File: config.mk
export PLATFORM = sky130hd
export DESIGN_NAME = i2c_irq_vector
export DESIGN_NICKNAME = d
export VERILOG_FILES = /design/src/rtl/ivec_pkg.sv /design/src/rtl/ivec_prio.sv /design/src/rtl/ivec_pend.sv /design/src/rtl/ivec_rx_pack.sv /design/src/rtl/ivec_tx_unpack.sv /design/src/rtl/i2c_irq_vector.sv
export SDC_FILE = /design/constraint.sdc
export NUM_CORES = 1
export LEC_CHECK = 0
export CORE_MARGIN = 1.5
export CORE_UTILIZATION = 30
export DETAILED_ROUTE_END_ITERATION = 12
export SYNTH_ARGS = -nofsm -noshare
export SYNTH_HDL_FRONTEND = slang
export SYNTH_SLANG_ARGS = --single-unit
File: constraint.sdc
create_clock -name clk -period 4.1 [get_ports clk]
set_input_delay 0.615 -clock clk [delete_from_list [all_inputs] [get_ports clk]]
set_output_delay 0.615 -clock clk [all_outputs]
set_load 0.01 [all_outputs]
File: src/rtl/ivec_pkg.sv
package ivec_pkg;
   localparam int NUM_EV = 5;
   localparam int CODE_W = $clog2(NUM_EV + 1);

   typedef enum logic [CODE_W-1:0] {
      VC_NONE = 3'd0,
      VC_ARB  = 3'd1,
      VC_NACK = 3'd2,
      VC_ACC  = 3'd3,
      VC_RX   = 3'd4,
      VC_TX   = 3'd5
   } vec_code_e;
endpackage

File: src/rtl/ivec_prio.sv
// Lowest-index-wins encoder: bit i of pend maps to code i+1.
module ivec_prio #(
   parameter int N      = 5,
   parameter int CODE_W = 3
) (
   input  logic [N-1:0]      pend,
   output logic [CODE_W-1:0] code,
   output logic [N-1:0]      sel
);
   initial begin
      if (N >= (1 << CODE_W)) $error("ivec_prio: CODE_W too narrow for N");
   end

   always_comb begin
      code = '0;
      sel  = '0;
      for (int i = N - 1; i >= 0; i--) begin
         if (pend[i]) begin
            code   = CODE_W'(i + 1);
            sel    = '0;
            sel[i] = 1'b1;
         end
      end
   end
endmodule

File: src/rtl/ivec_pend.sv
// Pending-event store with read-to-clear of the reported event.
module ivec_pend #(
   parameter int N      = 5,
   parameter int CODE_W = 3
) (
   input  logic              clk,
   input  logic              rst_n,
   input  logic [N-1:0]      ev,
   input  logic              rd,
   output logic [CODE_W-1:0] code,
   output logic              any
);
   logic [N-1:0] pend;
   logic [N-1:0] sel;

   ivec_prio #(.N(N), .CODE_W(CODE_W)) u_prio (
      .pend (pend),
      .code (code),
      .sel  (sel)
   );

   for (genvar g = 0; g < N; g++) begin : g_bit
      always_ff @(posedge clk or negedge rst_n) begin
         if (!rst_n) pend[g] <= 1'b0;
         else        pend[g] <= (pend[g] & ~(rd & sel[g])) | ev[g];
      end
   end

   assign any = |pend;
endmodule

File: src/rtl/ivec_rx_pack.sv
// Gathers received bytes into words, low lane first.
module ivec_rx_pack #(
   parameter int BYTE_W = 8
) (
   input  logic                clk,
   input  logic                rst_n,
   input  logic                flush,
   input  logic                acc,
   input  logic [BYTE_W-1:0]   bdata,
   input  logic                last,
   output logic                wvalid,
   output logic [2*BYTE_W-1:0] word
);
   logic              have_lo;
   logic [BYTE_W-1:0] lo_q;

   always_ff @(posedge clk or negedge rst_n) begin
      if (!rst_n) begin
         have_lo <= 1'b0;
         lo_q    <= '0;
         wvalid  <= 1'b0;
         word    <= '0;
      end else begin
         wvalid <= 1'b0;
         if (flush) begin
            have_lo <= 1'b0;
         end else if (acc) begin
            if (have_lo) begin
               word    <= {bdata, lo_q};
               wvalid  <= 1'b1;
               have_lo <= 1'b0;
            end else if (last) begin
               word   <= {{BYTE_W{1'b0}}, bdata};
               wvalid <= 1'b1;
            end else begin
               lo_q    <= bdata;
               have_lo <= 1'b1;
            end
         end
      end
   end
endmodule

File: src/rtl/ivec_tx_unpack.sv
// Holds one software word and offers it byte by byte, low lane first.
module ivec_tx_unpack #(
   parameter int BYTE_W = 8
) (
   input  logic                clk,
   input  logic                rst_n,
   input  logic                flush,
   input  logic                wr,
   input  logic [2*BYTE_W-1:0] wdata,
   input  logic                can_load,
   input  logic                take,
   input  logic                last,
   output logic                bvalid,
   output logic [BYTE_W-1:0]   bdata
);
   logic [2*BYTE_W-1:0] word_q;
   logic                hi_q;

   always_ff @(posedge clk or negedge rst_n) begin
      if (!rst_n) begin
         word_q <= '0;
         hi_q   <= 1'b0;
         bvalid <= 1'b0;
      end else if (flush) begin
         hi_q   <= 1'b0;
         bvalid <= 1'b0;
      end else if (bvalid) begin
         if (take) begin
            if (!hi_q && !last) begin
               hi_q <= 1'b1;
            end else begin
               hi_q   <= 1'b0;
               bvalid <= 1'b0;
            end
         end
      end else if (wr && can_load) begin
         word_q <= wdata;
         hi_q   <= 1'b0;
         bvalid <= 1'b1;
      end
   end

   assign bdata = hi_q ? word_q[2*BYTE_W-1:BYTE_W] : word_q[BYTE_W-1:0];
endmodule

File: src/rtl/i2c_irq_vector.sv
module i2c_irq_vector #(
   parameter int BYTE_W = 8,
   parameter int CNT_W  = 16,
   parameter int VEC_W  = 16
) (
   input  logic                      clk,
   input  logic                      rst_n,
   input  logic                      ev_arb_lost,
   input  logic                      ev_no_ack,
   input  logic                      ev_acc_rdy,
   input  logic                      ev_rx_rdy,
   input  logic                      ev_tx_rdy,
   input  logic                      vec_rd,
   output logic [ivec_pkg::CODE_W-1:0] vec_code,
   output logic [VEC_W-1:0]          vec_rdata,
   output logic                      irq,
   input  logic                      cnt_load,
   input  logic [CNT_W-1:0]          cnt_val,
   input  logic                      rx_bvalid,
   input  logic [BYTE_W-1:0]         rx_byte,
   output logic                      rx_wvalid,
   output logic [2*BYTE_W-1:0]       rx_word,
   input  logic                      tx_wr,
   input  logic [2*BYTE_W-1:0]       tx_wdata,
   input  logic                      tx_take,
   output logic                      tx_bvalid,
   output logic [BYTE_W-1:0]         tx_byte
);
   import ivec_pkg::*;

   initial begin
      if (VEC_W < CODE_W) $error("i2c_irq_vector: VEC_W narrower than code");
      if (CNT_W < 2)      $error("i2c_irq_vector: CNT_W too small");
   end

   logic [NUM_EV-1:0] ev_vec;
   logic              any_pend;
   logic [CNT_W-1:0]  remain;
   logic              rx_acc;
   logic              tx_acc;
   logic              last_byte;

   assign ev_vec = {ev_tx_rdy, ev_rx_rdy, ev_acc_rdy, ev_no_ack, ev_arb_lost};

   ivec_pend #(.N(NUM_EV), .CODE_W(CODE_W)) u_pend (
      .clk   (clk),
      .rst_n (rst_n),
      .ev    (ev_vec),
      .rd    (vec_rd),
      .code  (vec_code),
      .any   (any_pend)
   );

   assign irq       = any_pend;
   assign vec_rdata = VEC_W'(vec_code);

   assign last_byte = (remain == CNT_W'(1));
   assign rx_acc    = rx_bvalid && (remain != '0);
   assign tx_acc    = tx_take && tx_bvalid;

   always_ff @(posedge clk or negedge rst_n) begin
      if (!rst_n)        remain <= '0;
      else if (cnt_load) remain <= cnt_val;
      else               remain <= remain - CNT_W'(rx_acc) - CNT_W'(tx_acc);
   end

   ivec_rx_pack #(.BYTE_W(BYTE_W)) u_rx (
      .clk    (clk),
      .rst_n  (rst_n),
      .flush  (cnt_load),
      .acc    (rx_acc),
      .bdata  (rx_byte),
      .last   (last_byte),
      .wvalid (rx_wvalid),
      .word   (rx_word)
   );

   ivec_tx_unpack #(.BYTE_W(BYTE_W)) u_tx (
      .clk      (clk),
      .rst_n    (rst_n),
      .flush    (cnt_load),
      .wr       (tx_wr),
      .wdata    (tx_wdata),
      .can_load (remain != '0),
      .take     (tx_take),
      .last     (last_byte),
      .bvalid   (tx_bvalid),
      .bdata    (tx_byte)
   );
endmodule

==> impl_metrics.py, run 1 <==
metrics = {
    "logic_synthesis": {
        "yosysSeqAreaShare_pct": 51.24,
        "avgSynthCellArea_um2": 11.71,
        "synth_commonest_cells": "dfrtp_1 (65), nand2_1 (23), mux2_2 (22)",
        "synth_edf_count": 0,
        "synthMostInstantiatedCell": "dfrtp_1",
        "ys.flop_type": "dfrtp_1",
        "synthTopCellsByArea": "dfrtp_1 (51%), mux2_2 (7.8%), mux2_4 (4.7%)",
        "synth-seq-cells": 65,
        "yosys.cell_types.count": 44,
        "netlist.area_leader.share_pct": 51.24,
        "yosys_warnings": 0,
        "syn-cell-area_um2": 3174,
        "yosys.area.top_type": "dfrtp_1",
        "async_flop_share_pct": 100.0,
        "syn_inst": 271,
    },
    "final_layout": {
        "drive_above_1_share_pct": 18.28,
        "multiInputGateArea_um2": 1398,
        "diodes": 0,
        "fillCellCount": 1012,
        "area_growth_pct": 35.95,
        "layout.nets": 412,
        "register_area_um2": 1627,
        "final_cell_area_um2": 4315,
    },
    "outcome": {
        "status": "finished, final reports clean",
    },
    "place": {
        "pre_cts_slack_ns": 0.8881,
        "dp_hpwl_um": 4781,
        "place.gp.congestion": 0.6990,
        "dpl_cell_area_um2": 4071,
        "port_buffers": 84,
    },
    "setup_path": {
        "r2r_slack_ns": 0.88,
        "crit_type": "reg2reg",
        "reg2regPathDepth": 11,
        "r2r-end": "remain[15]",
        "required_ns": 4.31,
        "arrival_ns": 3.43,
        "cp_max_fo": 5,
        "reg2reg_from": "remain[8]",
        "crit_end": "remain[15]",
        "cp-end-kind": "flop",
        "crit_start": "remain[8]",
        "crit_path_start_kind": "flop",
    },
    "floorplanning": {
        "rows": 37,
        "die_w_um": 105.9,
        "core-area_um2": 10280,
        "die_y_um": 105.9,
        "start_util_pct": 30.89,
        "die-area_um2": 11210,
        "pin_count": 98,
    },
    "drt": {
        "antenna_left": 0,
        "drt_iter0_markers": 96,
        "vias_per_cell": 4.473,
        "wire_per_inst_um": 13.70,
        "routed_wl_um": 6808,
        "dr.pass1.iters": 4,
        "vias": 2223,
        "drc": 0,
    },
    "cts": {
        "cts_made_buffers": 9,
        "postCtsHoldBufs": 0,
        "cts_buffer_depth": 2,
        "cts_resized": 0,
        "clk_latency_ns": 0.34,
        "post_cts_buffers": 0,
        "cts_tree": "yes",
        "root_buffer": "clkbuf_8",
        "path_clk_slew_ns": 0.08,
        "cts.sink_count": 65,
        "htreeDepth": 3,
    },
    "timing": {
        "fin_ws_ns": 0.8796,
        "final.min_clock_period_ns": 3.220,
        "hold_viol_final": 0,
        "worstMarginPinSlew_ns": 0.9967,
        "relSlewSlack_pct": 33.11,
        "drv_slew": 0,
        "rsz0062_at_grt": "false",
        "clock.fmax_mhz": 310.5,
        "final.setup.tns_ns": 0,
        "min_period_over_period_pct": 78.55,
        "fin_skew_ns": 0.01070,
        "setup-violations-final": 0,
        "hold_ws_ns": 0.3680,
    },
    "power": {
        "finalPower_mw": 2.009,
        "powerDensity_nw_per_um2": 465.5,
        "ir_drop_mv": 0.1621,
        "power.leakage_nw": 1.780,
    },
    "grt": {
        "grt_max_degree": 39,
        "grt_pass1_vias": 2312,
        "grt_pass1_wl_um": 11340,
        "grt_antenna_before_repair": 0,
        "grt.total_usage_pct": 13.00,
        "grt_remaining_overflow": 0,
    },
    "min_path": {
        "hold_path.class": "in2async",
    },
    "run": {
        "maxCapViolations": 0,
    },
}
## cells in the final DEF, fill, tap and decap left out, types with 4 or more instances in the layout
cell	count
a22o_1	8
mux2_2	22
o221a_2	8
xnor2_1	11
clkdlybuf4s50_1	83
mux2_4	10
clkbuf_8	9
nor3_1	8
nand2b_1	12
nand2_1	23
nor2b_1	4
nor2_1	12
xor2_1	4
inv_1	6
dfrtp_1	65
o21ai_0	18
conb_1	13
## worst min-delay path by stage
stage	slack, ns	cells past startpoint	startpoint	to
global route	0.42	1	rst_n	u_tx.word_q[0]
finish	0.37	1	rst_n	u_tx.word_q[6]
floorplan	0.32	0	rst_n	remain[0]
detailed placement	0.48	1	u_rx.lo_q[4]	u_rx.lo_q[4]
global placement	0.48	1	u_rx.lo_q[5]	u_rx.lo_q[5]
CTS	0.39	1	rst_n	u_tx.word_q[6]
## critical path, stage by stage, from the launching register on
cell and delay [ns]:
dfrtp_1 0.41, or3_4 0.40, nand4b_4 0.18, or3_4 0.37, nand2_1 0.12, fa_1 0.46
ha_1 0.22, nor3_1 0.21, nand3_1 0.19, nor4_1 0.29, xnor2_1 0.15, o21ai_0 0.09
## cells by family after synthesis
logic type | count (synthesis) | share of synthesized area [%]
xor+xnor | 15 | 4.139
fa+ha+maj | 4 | 1.813
simple gates | 75 | 12.89
other cells | 1 | 0.1181
flops | 65 | 51.24
compound gates | 48 | 11.12
mux | 32 | 12.53
buf+inv | 31 | 6.149
## routing by layer
| metal | up-vias | global-route usage (%) | share of wire, % | wire length (um) |
|---|---|---|---|---|
| met5 | - | 0 | 0 | 0 |
| met4 | 0 | 4.633 | 1.2 | 81 |
| met3 | 9 | 3.587 | 5.6 | 379 |
| met2 | 61 | 20.22 | 46 | 3117 |
| met1 | 1061 | 17.33 | 47 | 3229 |
| li1 | 1092 | - | - | - |
## area by class of cell
type                    instances  share of cell area, %
flip-flops and latches         65                  37.69
multi-input cells             187                  32.39
repair buffers                 86                  19.72
well taps                     136                  3.943
clock buffers                  10                  2.957
clock inverters                 6                  2.696
inverters                       7                 0.6089
## state kept, by name, summed over array words and instances (netlist names)
| name | count |
|---|---|
| remain | 16 |
| u_pend.pend | 5 |
| u_rx.word | 16 |
| u_rx.lo_q | 8 |
| u_tx.hi_q | 1 |
| u_rx.wvalid | 1 |
| u_tx.word_q | 16 |
| u_rx.have_lo | 1 |
| u_tx.bvalid | 1 |
## stage by stage
step,std cells,utilization (%)
after global placement,481,39.62
final,497,41.99
after floorplan,283,-
after detailed placement,481,39.62
after global routing,497,41.99
after CTS,497,41.99
## power breakdown
part	internal [mW]	total [mW]	switching [mW]	leakage [nW]
clock network	0.407	0.666	0.258	0.121
logic	0.315	0.503	0.187	0.891
registers	0.758	0.841	0.0825	0.769
total	1.48	2.01	0.528	1.78
Note: power is estimated with default switching activity, not from simulation.
==> run 2: changes to the inputs <==
Clock period 4.1 ns to 3.3 ns, I/O delays scaled along.
==> impl_metrics.py, run 2 (synthesis results as in run 1) <==
metrics = {
    "grt": {
        "grt_remaining_overflow": 0,
        "grt_max_degree": 37,
        "grt.total_usage_pct": 13.16,
        "grt_pass1_wl_um": 11450,
        "grt_pass1_vias": 2306,
        "grt_antenna_before_repair": 0,
    },
    "power": {
        "powerDensity_nw_per_um2": 589.4,
        "ir_drop_mv": 0.2483,
        "power.leakage_nw": 1.813,
        "finalPower_mw": 2.581,
    },
    "cts": {
        "cts_made_buffers": 9,
        "clk_latency_ns": 0.34,
        "htreeDepth": 3,
        "path_clk_slew_ns": 0.08,
        "post_cts_buffers": 0,
        "cts.sink_count": 65,
        "root_buffer": "clkbuf_8",
        "cts_tree": "yes",
        "cts_buffer_depth": 2,
    },
    "floorplanning": {
        "die_w_um": 105.9,
        "rows": 37,
        "pin_count": 98,
        "die_y_um": 105.9,
        "start_util_pct": 30.89,
        "die-area_um2": 11210,
        "core-area_um2": 10280,
    },
    "drt": {
        "dr.pass1.iters": 4,
        "vias_per_cell": 4.453,
        "routed_wl_um": 6848,
        "vias": 2231,
        "drt_iter0_markers": 83,
        "antenna_left": 0,
        "drc": 0,
        "wire_per_inst_um": 13.67,
    },
    "setup_path": {
        "cp-end-kind": "flop",
        "slowest_stage": "fa_1",
        "reg2reg_from": "remain[8]",
        "arrival_ns": 3.34,
        "crit_start": "remain[8]",
        "max_stage_delay_ns": 0.45,
        "cp_max_fo": 5,
        "crit_type": "reg2reg",
        "required_ns": 3.51,
        "crit_path_start_kind": "flop",
        "crit_chain": "or3_4, nand4b_4, or3_4, nand2_1, fa_1, ha_1, nor3_2, nand2_1, or3_1, xor2_1, o21ai_1",
    },
    "run": {
        "maxCapViolations": 0,
    },
    "outcome": {
        "status": "finished, final reports clean",
    },
    "timing": {
        "relSlewSlack_pct": 36.86,
        "final.min_clock_period_ns": 3.133,
        "rsz0062_at_grt": "true",
        "setup-violations-final": 0,
        "drv_slew": 0,
        "clock.fmax_mhz": 319.2,
        "fin_ws_ns": 0.1668,
        "worstMarginPinSlew_ns": 0.9407,
        "hold_viol_final": 0,
        "min_period_over_period_pct": 94.94,
        "hold_ws_ns": 0.08817,
        "fin_skew_ns": 0.006820,
    },
    "place": {
        "port_buffers": 84,
        "place.gp.congestion": 0.7434,
        "pre_cts_slack_ns": -0.0005329,
        "dp_hpwl_um": 4979,
        "dpl.cell_count": 485,
    },
    "final_layout": {
        "final_common_cell": "clkdlybuf4s50_1",
        "area_growth_pct": 37.96,
        "layout.nets": 416,
        "diodes": 0,
        "reg_top3": "remain x16, u_rx.word x16, u_tx.word_q x16",
        "utilization_pct": 42.61,
        "fin_cells": 501,
        "drive_above_1_share_pct": 20.00,
        "mostFrequentLayoutCells": "clkdlybuf4s50_1 (83), dfrtp_1 (65), nand2_1 (23)",
    },
    "min_path": {
        "hold_path.class": "in2async",
    },
}
==> run 2: what timing repair did <==
action                                  CTS  global route
endpoints found under the setup margin    1             2
hold buffers                              0             0
gates resized for setup                   1             2
endpoints found under the hold margin     0             0
pin swaps                                 0             0
==> run 2: per-stage QoR <==
stage	setup TNS, ns	cell area [um2]
floorplan	0	3219
global placement	0	4101
detailed placement	-0.0005329	4101
CTS	0	4373
global route	-0.003996	4379
finish	0	4379
==> run 2: area by class of cell <==
class | instances | area, um2
flip-flops and latches | 65 | 1627
multi-input cells | 187 | 1409
repair buffers | 90 | 880.8
clock inverters | 7 | 142.6
well taps | 136 | 170.2
inverters | 7 | 26.28
fillers | 1011 | 5898
clock buffers | 9 | 123.9
==> run 2: final timing paths <==
check / endpoint / slack (ns) / cells after the start
setup / recovery: remain[7] / 0.17 / 11
hold / removal: u_tx.hi_q / 0.09 / 1
hold reg to reg: u_rx.lo_q[4] / 0.50 / 1
setup reg to reg: remain[7] / 0.17 / 11
min in group clk: u_rx.lo_q[4] / 0.50 / 1
max in group asynchronous: u_tx.word_q[7] / 2.49 / 2
==> run 2: where the power goes <==
part | switching [mW] | internal [mW]
Combinational | 0.239 | 0.401
Sequential | 0.106 | 0.942
Clock | 0.314 | 0.579
Total | 0.659 | 1.92
==> run 2: critical path, delay by kind of cell (launching register included) <==
kind                     cells  cell delay (ns)
AO/OA/AOI/OAI                1             0.09
XOR/XNOR                     1             0.17
adder cells (fa/ha/maj)      2             0.67
flip-flops                   1             0.41
AND/OR/NAND/NOR              7             1.67
==> run 2: layer usage <==
metal | global-route usage [%] | up-vias | wire length, um | part of all wire [%]
met5 | 0 | - | 0 | 0
met1 | 17.99 | 1059 | 3322 | 49
met4 | 3.764 | 0 | 75 | 1.1
met3 | 4.329 | 9 | 400 | 5.8
li1 | - | 1095 | - | -
met2 | 19.85 | 68 | 3050 | 45
==> run 3: changes to the inputs <==
Settings changed: CORE_MARGIN 1.5 to 2.
==> impl_metrics.py, run 3 (synthesis results as in run 1) <==
metrics = {
    "floorplanning": {
        "die-area_um2": 11420,
        "die_w_um": 106.9,
        "rows": 37,
        "die_y_um": 106.9,
        "start_util_pct": 30.89,
        "pin_count": 98,
        "core-area_um2": 10280,
    },
    "setup_path": {
        "cp_max_fo": 5,
        "crit_path_start_kind": "flop",
        "crit_chain": "or3_4, nand4b_4, or3_4, nand2_1, fa_1, ha_1, nor3_2, nand3_1, nor4_1, xnor2_1, o21ai_0",
        "required_ns": 3.53,
        "crit_type": "reg2reg",
        "max_stage_delay_ns": 0.46,
        "path_delay_family": "simple AND/OR/NAND/NOR gates",
        "cp-end-kind": "flop",
        "path_common_cell": "or3_4",
        "slowest_stage": "fa_1",
        "crit_buf_inv": 0,
        "arrival_ns": 3.35,
    },
    "grt": {
        "grt_max_degree": 27,
        "grt_antenna_before_repair": 0,
        "grt_pass1_vias": 2258,
        "grt.total_usage_pct": 12.94,
        "grt_pass1_wl_um": 11430,
        "grt_remaining_overflow": 0,
    },
    "final_layout": {
        "layout.nets": 416,
        "mostFrequentLayoutCells": "clkdlybuf4s50_1 (83), dfrtp_1 (65), nand2_1 (23)",
        "utilization_pct": 42.63,
        "drive_above_1_share_pct": 19.73,
        "diodes": 0,
        "final_cell_area_um2": 4382,
        "final_common_cell": "clkdlybuf4s50_1",
        "fin_cells": 501,
        "area_growth_pct": 38.04,
        "reg_top3": "remain x16, u_rx.word x16, u_tx.word_q x16",
    },
    "cts": {
        "postCtsHoldBufs": 0,
        "cts.sink_count": 65,
        "clk_latency_ns": 0.34,
        "path_clk_slew_ns": 0.08,
        "cts_made_buffers": 9,
        "root_buffer": "clkbuf_8",
        "cts_tree": "yes",
        "cts_buffer_depth": 2,
        "post_cts_buffers": 0,
        "htreeDepth": 3,
    },
    "run": {
        "maxCapViolations": 0,
    },
    "timing": {
        "clock.fmax_mhz": 319.9,
        "worstMarginPinSlew_ns": 0.9657,
        "hold_viol_final": 0,
        "hold_ws_ns": 0.1255,
        "drv_slew": 0,
        "setup-violations-final": 0,
        "fin_ws_ns": 0.1744,
        "relSlewSlack_pct": 35.19,
        "final.min_clock_period_ns": 3.126,
        "min_period_over_period_pct": 94.72,
        "final.setup.tns_ns": 0,
        "fin_skew_ns": 0.009945,
    },
    "drt": {
        "wire_per_inst_um": 13.71,
        "drc": 0,
        "vias_per_cell": 4.463,
        "vias": 2236,
        "dr.pass1.iters": 4,
        "antenna_left": 0,
        "drt_iter0_markers": 34,
        "routed_wl_um": 6868,
    },
    "power": {
        "finalPower_mw": 2.616,
        "power.leakage_nw": 1.817,
        "ir_drop_mv": 0.2130,
        "powerDensity_nw_per_um2": 597.0,
    },
    "place": {
        "port_buffers": 84,
        "pre_cts_slack_ns": 0.06801,
        "dp_hpwl_um": 4915,
        "dpl_cell_area_um2": 4101,
        "dpl.cell_count": 485,
        "place.gp.congestion": 0.7028,
    },
    "min_path": {
        "hold_path.class": "in2async",
    },
    "outcome": {
        "status": "finished, final reports clean",
    },
}
[run 3: cell count changes in the layout (fill, tap and decap cells not counted), sizes merged]
cell    delta
inv        +1
clkinv     -2
clkbuf     +1
[run 3: what timing repair did]
| item | 4_1_cts | 5_1_grt |
|---|---|---|
| setup endpoints to repair | 0 | 5 |
| endpoints found under the hold margin | 0 | 0 |
| resized for setup | 0 | 2 |
[run 3: per-layer routing]
layer / track usage [%] / up-vias / wire length (um)
li1: - / 1094 / -
met1: 17.02 / 1073 / 3180
met2: 20.52 / 58 / 3261
met3: 2.857 / 11 / 310
met4: 5.566 / 0 / 115
met5: 0 / - / 0
[run 3: cell type report]
class / instances / area (um2)
fill: 984 / 5896
sequential: 65 / 1627
multi-input combinational: 187 / 1403
timing repair buffer: 90 / 880.8
tap: 136 / 170.2
clock buffer: 10 / 137.6
clock inverter: 6 / 137.6
inverter: 7 / 26.28
[run 3: where the power goes]
part / switching [mW] / internal (mW) / leakage [nW] / total (mW)
Sequential: 0.101 / 0.942 / 0.769 / 1.04
Combinational: 0.238 / 0.400 / 0.911 / 0.638
Clock: 0.332 / 0.603 / 0.137 / 0.935
Total: 0.671 / 1.95 / 1.82 / 2.62
[run 3: final timing paths]
| check | start | endpoint | slack, ns | cells past startpoint |
|---|---|---|---|---|
| min in group clk | u_rx.lo_q[5] | u_rx.lo_q[5] | 0.50 | 1 |
| setup reg to reg | remain[8] | remain[15] | 0.17 | 11 |
| max in group asynchronous | rst_n | u_pend.pend[3] | 2.43 | 2 |
| setup / recovery | remain[8] | remain[15] | 0.17 | 11 |
| hold reg to reg | u_rx.lo_q[5] | u_rx.lo_q[5] | 0.50 | 1 |
| hold / removal | rst_n | u_tx.word_q[4] | 0.13 | 1 |
